===== config.mk =====
export PLATFORM = sky130hd
export DESIGN_NAME = lsu_lane_align
export DESIGN_NICKNAME = d
export VERILOG_FILES = /design/src/rtl/lsu_lane_pkg.sv /design/src/rtl/lsu_lane_ctrl.sv /design/src/rtl/lsu_lane_datapath.sv /design/src/rtl/lsu_lane_align.sv
export SDC_FILE = /design/constraint.sdc
export NUM_CORES = 1
export LEC_CHECK = 0
export BUFFER_PORTS_ARGS = -buffer_cell sky130_fd_sc_hd__buf_2
export CAP_MARGIN = 5
export CORE_MARGIN = 2
export CORE_UTILIZATION = 46
export DETAILED_ROUTE_END_ITERATION = 16
export GPL_TIMING_DRIVEN = 0
export HOLD_SLACK_MARGIN = 0.1
export PLACE_DENSITY = 0.83
export SETUP_SLACK_MARGIN = 0.5
export SKIP_LAST_GASP = 1
export SLEW_MARGIN = 20
export SYNTH_ARGS = -nofsm -noshare
export SYNTH_HDL_FRONTEND = slang
export SYNTH_SLANG_ARGS = --single-unit

===== constraint.sdc =====
create_clock -name clk -period 3.48 [get_ports clk]
set_input_delay 0.522 -clock clk [delete_from_list [all_inputs] [get_ports clk]]
set_output_delay 0.522 -clock clk [all_outputs]
set_load 0.005 [all_outputs]

===== src/rtl/lsu_lane_pkg.sv =====
package lsu_lane_pkg;
  typedef enum logic [1:0] {
    SZ_BYTE = 2'b00,
    SZ_HALF = 2'b01,
    SZ_WORD = 2'b10,
    SZ_WALT = 2'b11
  } accSize_e;

  typedef struct packed {
    logic capture;
    logic signExt;
    logic isByte;
    logic isHalf;
  } laneStrobes_t;
endpackage


===== src/rtl/lsu_lane_ctrl.sv =====
module lsu_lane_ctrl
  import lsu_lane_pkg::*;
#(
  parameter int LANES = 4,
  localparam int OFS_W = $clog2(LANES)
) (
  input  logic             clk,
  input  logic             rstN,
  input  logic             accValid,
  input  logic             accStore,
  input  logic [1:0]       accSize,
  input  logic             accUnsigned,
  input  logic [OFS_W-1:0] addrLow,
  output laneStrobes_t     strobes,
  output logic [LANES-1:0] byteEn,
  output logic             alignErr
);
  logic isByte, isHalf, isWord, misaligned;
  logic [LANES-1:0] baseMask, shiftedMask;

  always_comb begin
    isByte = (accSize == SZ_BYTE);
    isHalf = (accSize == SZ_HALF);
    isWord = accSize[1];
    if (isHalf)      misaligned = addrLow[0];
    else if (isWord) misaligned = (addrLow != '0);
    else             misaligned = 1'b0;
    alignErr = accValid & misaligned;
    baseMask = isByte ? LANES'(1) : LANES'(3);
    shiftedMask = isWord ? {LANES{1'b1}} : (baseMask << addrLow);
    byteEn = (accValid & accStore & ~misaligned) ? shiftedMask : '0;
    strobes.capture = accValid & ~accStore & ~misaligned;
    strobes.signExt = ~accUnsigned;
    strobes.isByte  = isByte;
    strobes.isHalf  = isHalf;
  end

  AST_ERR_NO_ENABLES: assert property (@(posedge clk) disable iff (!rstN)
    alignErr |-> (byteEn == '0));
  AST_ERR_NO_CAPTURE: assert property (@(posedge clk) disable iff (!rstN)
    alignErr |-> !strobes.capture);
  AST_ENABLES_ONLY_STORE: assert property (@(posedge clk) disable iff (!rstN)
    !(accValid && accStore) |-> (byteEn == '0));
  AST_BYTE_ONE_LANE: assert property (@(posedge clk) disable iff (!rstN)
    (accValid && accStore && accSize == SZ_BYTE) |-> ($countones(byteEn) == 1));
  AST_HALF_TWO_LANES: assert property (@(posedge clk) disable iff (!rstN)
    (accValid && accStore && accSize == SZ_HALF && !alignErr) |-> ($countones(byteEn) == 2));
endmodule


===== src/rtl/lsu_lane_datapath.sv =====
module lsu_lane_datapath
  import lsu_lane_pkg::*;
#(
  parameter int DATA_W = 32,
  parameter int OFF_W  = 16,
  localparam int LANES = DATA_W / 8,
  localparam int OFS_W = $clog2(LANES)
) (
  input  logic              clk,
  input  logic              rstN,
  input  laneStrobes_t      strobes,
  input  logic [DATA_W-1:0] baseAddr,
  input  logic [OFF_W-1:0]  offset,
  input  logic [DATA_W-1:0] storeData,
  input  logic [DATA_W-1:0] memRdata,
  output logic [OFS_W-1:0]  addrLow,
  output logic [DATA_W-1:0] memAddr,
  output logic [DATA_W-1:0] memWdata,
  output logic [DATA_W-1:0] loadData
);
  logic [DATA_W-1:0] effAddr, laneShifted, extended;
  logic [7:0]  byteVal;
  logic [15:0] halfVal;

  assign effAddr = baseAddr + {{(DATA_W-OFF_W){offset[OFF_W-1]}}, offset};
  assign addrLow = effAddr[OFS_W-1:0];
  assign memAddr = {effAddr[DATA_W-1:OFS_W], {OFS_W{1'b0}}};

  for (genvar lane = 0; lane < LANES; lane++) begin : g_storeLane
    always_comb begin
      if (strobes.isByte)      memWdata[lane*8 +: 8] = storeData[7:0];
      else if (strobes.isHalf) memWdata[lane*8 +: 8] = storeData[(lane%2)*8 +: 8];
      else                     memWdata[lane*8 +: 8] = storeData[lane*8 +: 8];
    end
  end

  always_comb begin
    laneShifted = memRdata >> {addrLow, 3'b000};
    byteVal = laneShifted[7:0];
    halfVal = laneShifted[15:0];
    if (strobes.isByte)
      extended = {{(DATA_W-8){strobes.signExt & byteVal[7]}}, byteVal};
    else if (strobes.isHalf)
      extended = {{(DATA_W-16){strobes.signExt & halfVal[15]}}, halfVal};
    else
      extended = memRdata;
  end

  always_ff @(posedge clk) begin
    if (!rstN)                loadData <= '0;
    else if (strobes.capture) loadData <= extended;
  end

  AST_HOLD_NO_CAPTURE: assert property (@(posedge clk) disable iff (!rstN)
    !strobes.capture |=> $stable(loadData));
  AST_WORD_LOAD_RAW: assert property (@(posedge clk) disable iff (!rstN)
    (strobes.capture && !strobes.isByte && !strobes.isHalf) |=> (loadData == $past(memRdata)));
endmodule


===== src/rtl/lsu_lane_align.sv =====
module lsu_lane_align
  import lsu_lane_pkg::*;
#(
  parameter int DATA_W = 32,
  parameter int OFF_W  = 16,
  localparam int LANES = DATA_W / 8,
  localparam int OFS_W = $clog2(LANES)
) (
  input  logic              clk,
  input  logic              rstN,
  input  logic              accValid,
  input  logic              accStore,
  input  logic [1:0]        accSize,
  input  logic              accUnsigned,
  input  logic [DATA_W-1:0] baseAddr,
  input  logic [OFF_W-1:0]  offset,
  input  logic [DATA_W-1:0] storeData,
  input  logic [DATA_W-1:0] memRdata,
  output logic [DATA_W-1:0] memAddr,
  output logic [LANES-1:0]  memByteEn,
  output logic [DATA_W-1:0] memWdata,
  output logic              alignErr,
  output logic [DATA_W-1:0] loadData
);
  laneStrobes_t strobes;
  logic [OFS_W-1:0] addrLow;

  lsu_lane_ctrl #(.LANES(LANES)) u_ctrl (
    .clk(clk), .rstN(rstN), .accValid(accValid), .accStore(accStore),
    .accSize(accSize), .accUnsigned(accUnsigned), .addrLow(addrLow),
    .strobes(strobes), .byteEn(memByteEn), .alignErr(alignErr)
  );

  lsu_lane_datapath #(.DATA_W(DATA_W), .OFF_W(OFF_W)) u_dp (
    .clk(clk), .rstN(rstN), .strobes(strobes), .baseAddr(baseAddr),
    .offset(offset), .storeData(storeData), .memRdata(memRdata),
    .addrLow(addrLow), .memAddr(memAddr), .memWdata(memWdata),
    .loadData(loadData)
  );

  AST_ERR_HOLDS_RESULT: assert property (@(posedge clk) disable iff (!rstN)
    alignErr |=> $stable(loadData));
  AST_NO_ERR_ON_BYTE: assert property (@(posedge clk) disable iff (!rstN)
    (accSize == 2'b00) |-> !alignErr);
endmodule


==> flow_metrics.env, run 1 <==
export IMPL_status="complete, no violations"
export IMPL_worstHoldPathType="register to register"
export IMPL_worstHoldEndpoint="u_dp.loadData[2]"
export IMPL_maxSlewViolCount=0
export IMPL_vias=5257
export IMPL_filler_cell_count=672
export IMPL_grt_overflow_total=0
export IMPL_layout_drive_gt1_share_pct=43.6
export IMPL_post_synth_top_area_cell="dfxtp_1"
export IMPL_io_buffers=217
export IMPL_grt_resource_usage_total_pct=32.4
export IMPL_timing_critical_path_cells="buf_6 > ha_4 > fa_2 > a21oi_2 > o211ai_1 > a211oi_2 > o21a_1 > o21ai_2 > a32oi_1 > xnor2_1 > buf_2"
export IMPL_die_area_sq_um=9090
export IMPL_synth_enable_flop_cells=0
export IMPL_drtPass1Iterations=5
export IMPL_cellLeakagePower_nw=2.79
export IMPL_synth_yosys_warnings=0
export IMPL_hold_start="u_dp.loadData[2]"
export IMPL_netlist_cell_type_count=61
export IMPL_crit_path_top_delay_cell="fa_2"
export IMPL_numClockSinks=32
export IMPL_peak_per_stage_delay_on_the_critical_path_ns=0.35
export IMPL_layout_nets=940
export IMPL_numCtsBuffers=5
export IMPL_die_width_microns=95.4
export IMPL_maxClockFrequency_mhz=319
export IMPL_start_kind="input pin"
export IMPL_maxSlewHeadroom_pct=52.2
export IMPL_floorplan_initialDensity_pct=47.2
export IMPL_cp_buffers_inverters=2
export IMPL_post_route_min_period_ns=3.13
export IMPL_hold_path_depth=2
export IMPL_grt_start_max_net_pins=18
export IMPL_ys_seq_area_share_pct=16.7
export IMPL_grt_setup_unrepaired="true"
export IMPL_regToRegStartpoint="u_dp.loadData[11]"
export IMPL_required_ns=2.96
export IMPL_largest_register="u_dp.loadData"
export IMPL_globalplace_congestion=0.938
export IMPL_multi_input_comb_area_sq_um=3330
export IMPL_crit_path_end_kind="output pin"
export IMPL_layout_area_overhead_vs_synth_pct=50.8
export IMPL_worst_ep_arrival_time_ns=2.61
export IMPL_first_global_vias=4788
export IMPL_reg_top3="u_dp.loadData x32"
export IMPL_irDropWorstVdd_mv=0.137
export IMPL_setup_total_negative_slack_ns=0
export IMPL_ys_top_cells_by_area="dfxtp_1, ha_1, a21oi_1"
export IMPL_path_class="input pin to output pin"
export IMPL_crit_path_max_fanout=3
export IMPL_numPlacedInstances=865
export IMPL_antenna_diode_count=0
export IMPL_ff_latch_area_sq_um=641
export IMPL_max_slew_worst_pin_slew_ns=0.712
export IMPL_timing_hold_violations_final=0
export IMPL_period_utilization_pct=90.0
export IMPL_wl_final_mm=16.0
export IMPL_cts_root_buf="clkbuf_8"
export IMPL_num_io_pins=220
export IMPL_worst_r2r_setup_slack_ns=2.80
export IMPL_rows=33
export IMPL_core_area_sq_um=8130
export IMPL_tritoncts_clock_tree="built"
export IMPL_timing_critical_path_max_delay_family="compound AO/OA/AOI/OAI gates"
export IMPL_postSynthRegisterBits=32
export IMPL_setup_viol=0
export IMPL_synth_top_area_share_pct=16.7
export IMPL_netlist_instances=542
export IMPL_place_detailed_hpwl_mm=11.7
export IMPL_fin_skew_ns=0
export IMPL_drc=0
export IMPL_cts_htree_levels=2
export IMPL_die_h_microns=95.4
export IMPL_worst_r2r_endpoint="u_dp.loadData[11]"
export IMPL_route_detailed_wl_per_inst_microns=17.9
export IMPL_largest_reg_flops=32
export IMPL_postSynth_asyncResetShare_pct=0
export IMPL_power_mw=1.65
export IMPL_clkSlewWorstSetupHoldPaths_ns=0.06
export IMPL_max_clock_path_buffers=2
export IMPL_synthFlopType="dfxtp_1"
export IMPL_routed_via_density=5.88
export IMPL_netlist_area_sq_um=3840
export IMPL_pwr_density_cell_nw_per_um2=285
export IMPL_grt_pass1_wl_mm=23.4
export IMPL_syn_mean_instance_area_sq_um=7.08
export IMPL_antenna_violations_before_repair=0
export IMPL_final_instance_count_excl_fill=894
export IMPL_detailedRoute_firstIterationViolations=426
export IMPL_insertion_delay_ns=0.28
export IMPL_drtAntennaViolNets=0
export IMPL_worst_r2r_path_cells=2
export IMPL_drv_max_cap_violation_count=0
[cells in the mapped netlist, drive strengths merged (2+ instances only)]
cell,instances
a21o,12
or3,3
o21ai,56
and3,5
nand2,74
and4,2
o21bai,3
nor2,42
a21boi,7
a22oi,5
nor3,12
o31ai,2
xor2,12
o21a,7
xnor2,18
a211o,2
nand3,10
o221ai,7
inv,6
dfxtp,32
a31oi,4
buf,22
o211ai,6
nor3b,2
nand4,4
a21oi,76
o2111ai,3
or2,2
ha,31
mux2i,9
clkbuf,23
mux2,9
nor2b,11
a211oi,5
nand2b,2
o221a,2
[metrics by stage]
stage	hold slack [ns]	setup WS [ns]	instance area, sq um	utilization, %
after floorplan	0.457	0.599	3840	-
after global placement	0.450	0.0191	5060	62.2
after detailed placement	0.458	0.0511	5060	62.2
after CTS	0.466	0.466	5560	68.3
after global routing	0.492	0.252	5790	71.2
final	0.464	0.347	5790	71.2
[report_power, final]
part / internal, mW / switching [mW]
sequential: 0.391 / 0.0113
combinational: 0.458 / 0.524
clock: 0.136 / 0.128
total: 0.985 / 0.664
[metal layers]
metal	up-vias	share of wire [%]	global-route usage, %
met2	350	49	55.8
met1	2384	36	37.4
li1	2442	-	-
met5	-	0	0
met3	81	10	7.91
met4	0	5.1	16.1
[area by class of cell]
cell class	instances	area share, %
Buffer	45	4.58
Clock inverter	1	0.0864
Clock buffer	6	1.25
Inverter	6	0.389
Sequential cell	32	11.1
Multi-Input combinational cell	460	57.5
Tap cell	105	2.27
Timing Repair Buffer	239	22.9
[cells by family (layout without fill, tap and decap cells)]
logic type / Yosys count / in the layout / synth area share [%]
AOI/OAI and AO/OA: 206 / 206 / 33.6
and+or+nand+nor: 172 / 172 / 20.8
buffers and inverters: 51 / 297 / 6.42
adders and majority gates: 32 / 32 / 10.6
DFF: 32 / 32 / 16.7
xor gates and xnor gates: 30 / 30 / 6.84
muxes: 18 / 18 / 4.99
other: 1 / 2 / 0.0977
[worst register-to-register path: stages (launching register included)]
cell and delay, ns:
dfxtp_1 0.32, o21ai_0 0.18, a21oi_1 0.07
[placed cells by master, fill, tap and decap left out, drive strengths merged, types with 2 or more instances in the layout]
master | Yosys | final
nand4 | 4 | 4
o31ai | 2 | 2
a211o | 2 | 2
clkbuf | 23 | 31
a211oi | 5 | 5
or3 | 3 | 3
o211ai | 6 | 6
nor2b | 11 | 11
nor3 | 12 | 12
or2 | 2 | 2
and3 | 5 | 5
nor2 | 42 | 42
dfxtp | 32 | 32
a21oi | 76 | 76
o21bai | 3 | 3
o221ai | 7 | 7
mux2 | 9 | 9
xor2 | 12 | 12
nor3b | 2 | 2
nand2b | 2 | 2
o221a | 2 | 2
and4 | 2 | 2
a21boi | 7 | 7
ha | 31 | 31
inv | 6 | 6
o2111ai | 3 | 3
a22oi | 5 | 5
conb | 1 | 2
nand2 | 74 | 74
nand3 | 10 | 10
o21ai | 56 | 56
o21a | 7 | 7
buf | 22 | 259
mux2i | 9 | 9
a31oi | 4 | 4
a21o | 12 | 12
xnor2 | 18 | 18
[how the worst max path moves through the flow]
stage                            from          end  slack [ns]  cells past startpoint
after global placement     offset[15]  memAddr[25]        0.02                     10
after global routing      baseAddr[0]  memAddr[28]        0.25                     11
after floorplan             offset[0]  memAddr[28]        0.60                      9
final                     baseAddr[0]  memAddr[28]        0.35                     11
after CTS                 baseAddr[0]  memAddr[28]        0.47                     11
after detailed placement   offset[15]  memAddr[25]        0.05                     10
[repair_timing]
item	4_1_cts	5_1_grt
gates cloned	1	0
setup buffers	13	8
endpoints found under the hold margin	0	0
pin swaps	27	31
hold buffers	0	0
resized for setup	58	36
setup endpoints to repair	22	29
(Power assumes the default switching activity.)
==> inputs of run 2 (changes only) <==
BUFFER_PORTS_ARGS = default   (was -buffer_cell sky130_fd_sc_hd__buf_2)
CORE_UTILIZATION = 50   (was 46)
DONT_BUFFER_PORTS = 1   (was default)
PLACE_DENSITY = 0.65   (was 0.83)
==> flow_metrics.env, run 2 (synthesis gave the netlist of run 1 again) <==
export IMPL_timing_hold_violations_final=0
export IMPL_antenna_violations_before_repair=0
export IMPL_tritoncts_clock_tree="built"
export IMPL_fin_skew_ns=0
export IMPL_post_place_ws_ns=0.314
export IMPL_vias=4036
export IMPL_wl_final_mm=13.0
export IMPL_peak_per_stage_delay_on_the_critical_path_ns=0.40
export IMPL_max_clock_path_buffers=2
export IMPL_pwr_density_cell_nw_per_um2=318
export IMPL_power_mw=1.36
export IMPL_cellLeakagePower_nw=1.74
export IMPL_max_slew_worst_pin_slew_ns=0.685
export IMPL_start_kind="input pin"
export IMPL_layout_drive_gt1_share_pct=14.2
export IMPL_setup_viol=0
export IMPL_die_h_microns=91.6
export IMPL_required_ns=2.96
export IMPL_core_area_sq_um=7330
export IMPL_antenna_diode_count=0
export IMPL_grt_overflow_total=0
export IMPL_status="complete, no violations"
export IMPL_floorplan_initialDensity_pct=52.4
export IMPL_cts_hold_buffers=0
export IMPL_place_detailed_hpwl_mm=10.4
export IMPL_most_common_layout_cells="nand2_1, a21oi_1, o21ai_0"
export IMPL_path_class="input pin to output pin"
export IMPL_cts_htree_levels=2
export IMPL_irDropWorstVdd_mv=0.276
export IMPL_crit_path_max_fanout=3
export IMPL_maxSlewHeadroom_pct=54.3
export IMPL_timing_critical_path_cells="ha_4 > fa_2 > a21oi_4 > o211ai_1 > a211oi_2 > or3_4 > nand3_2 > a41oi_1 > xnor2_1"
export IMPL_crit_path_top_delay_cell="fa_2"
export IMPL_io_buffers=0
export IMPL_period_utilization_pct=85.4
export IMPL_reg_top3="u_dp.loadData x32"
export IMPL_largest_register="u_dp.loadData"
export IMPL_numClockSinks=32
export IMPL_crit_path_end_kind="output pin"
export IMPL_worst_ep_arrival_time_ns=2.45
export IMPL_layout_nets=707
export IMPL_cts_root_buf="clkbuf_8"
export IMPL_die_width_microns=91.6
export IMPL_insertion_delay_ns=0.28
export IMPL_maxClockFrequency_mhz=336
export IMPL_drtAntennaViolNets=0
export IMPL_drv_max_cap_violation_count=0
export IMPL_layout_area_overhead_vs_synth_pct=11.3
export IMPL_finalWorstSetupSlack_ns=0.507
export IMPL_detailedRoute_firstIterationViolations=168
export IMPL_post_route_min_period_ns=2.97
export IMPL_grt_setup_unrepaired="true"
export IMPL_route_detailed_wl_per_inst_microns=19.8
export IMPL_grt_pass1_wl_mm=19.3
export IMPL_final_common_cell="nand2_1"
export IMPL_drc=0
export IMPL_first_global_vias=3821
export IMPL_setup_total_negative_slack_ns=0
export IMPL_rows=31
export IMPL_largest_reg_flops=32
export IMPL_num_io_pins=220
export IMPL_maxSlewViolCount=0
export IMPL_routed_via_density=6.16
export IMPL_grt_start_max_net_pins=18
export IMPL_drtPass1Iterations=5
export IMPL_grt_resource_usage_total_pct=28.3
export IMPL_clkSlewWorstSetupHoldPaths_ns=0.07
export IMPL_finalHoldWorstSlack_ns=0.370
export IMPL_worstHoldPathType="input pin to register"
export IMPL_numCtsBuffers=5
export IMPL_globalplace_congestion=0.936
export IMPL_die_area_sq_um=8400
run 2: cell count changes in the layout (fill, tap and decap cells not counted), moves of 3 or more:
cell and change:
and3_1 +3, ha_4 -8, buf_6 -14, buf_4 -14, buf_2 -204, clkbuf_1 +4, a21oi_1 +4, ha_1 +9
clkbuf_2 -4, and3_4 -3, a21oi_2 -3
run 2: worst max-delay path: cells and delay by family:
family	cells	cell delay (ns)
adders and majority gates	2	0.55
and+or+nand+nor	2	0.29
xor gates and xnor gates	1	0.19
AOI/OAI and AO/OA	4	0.90
run 2: per-layer routing:
| metal | track usage, % | part of all wire [%] | up-vias |
|---|---|---|---|
| li1 | - | - | 1981 |
| met3 | 9.29 | 9.4 | 26 |
| met4 | 8.33 | 2.5 | 0 |
| met2 | 45.8 | 46 | 184 |
| met5 | 0 | 0 | - |
| met1 | 35.8 | 42 | 1845 |
run 2: timing repair:
| action | 4_1_cts | 5_1_grt |
|---|---|---|
| resized for setup | 6 | 24 |
| buffers inserted | 2 | 4 |
| gates cloned | 0 | 0 |
| setup endpoints to repair | 10 | 14 |
| pin swaps | 3 | 19 |
run 2: path summary, 6_finish.rpt:
kind,slack [ns],endpoint,depth (start not counted),from
hold reg to reg,0.48,u_dp.loadData[0],2,u_dp.loadData[0]
setup reg to reg,2.79,u_dp.loadData[15],2,u_dp.loadData[15]
setup / recovery,0.51,memAddr[30],9,offset[0]
hold / removal,0.37,u_dp.loadData[15],2,rstN
run 2: layout make-up:
cell class	instances	area, sq um
inverters	6	22.5
well taps	99	124
fillers	734	3060
multi-input cells	460	3110
plain buffers	45	231
flip-flops and latches	32	641
clock buffers	7	96.3
repair buffers	6	45.0
run 2: through the flow:
step,utilization (%),cell area (sq um),std cells
detailed placement,54.1,3970,642
floorplan,-,3840,543
global route,58.3,4270,655
finish,58.3,4270,655
global placement,54.1,3970,642
CTS,55.9,4100,651
run 2: report_power, final:
group          internal (mW)  switching (mW)
clock                  0.176           0.130
sequential             0.391          0.0198
combinational          0.263           0.380
total                  0.831           0.530
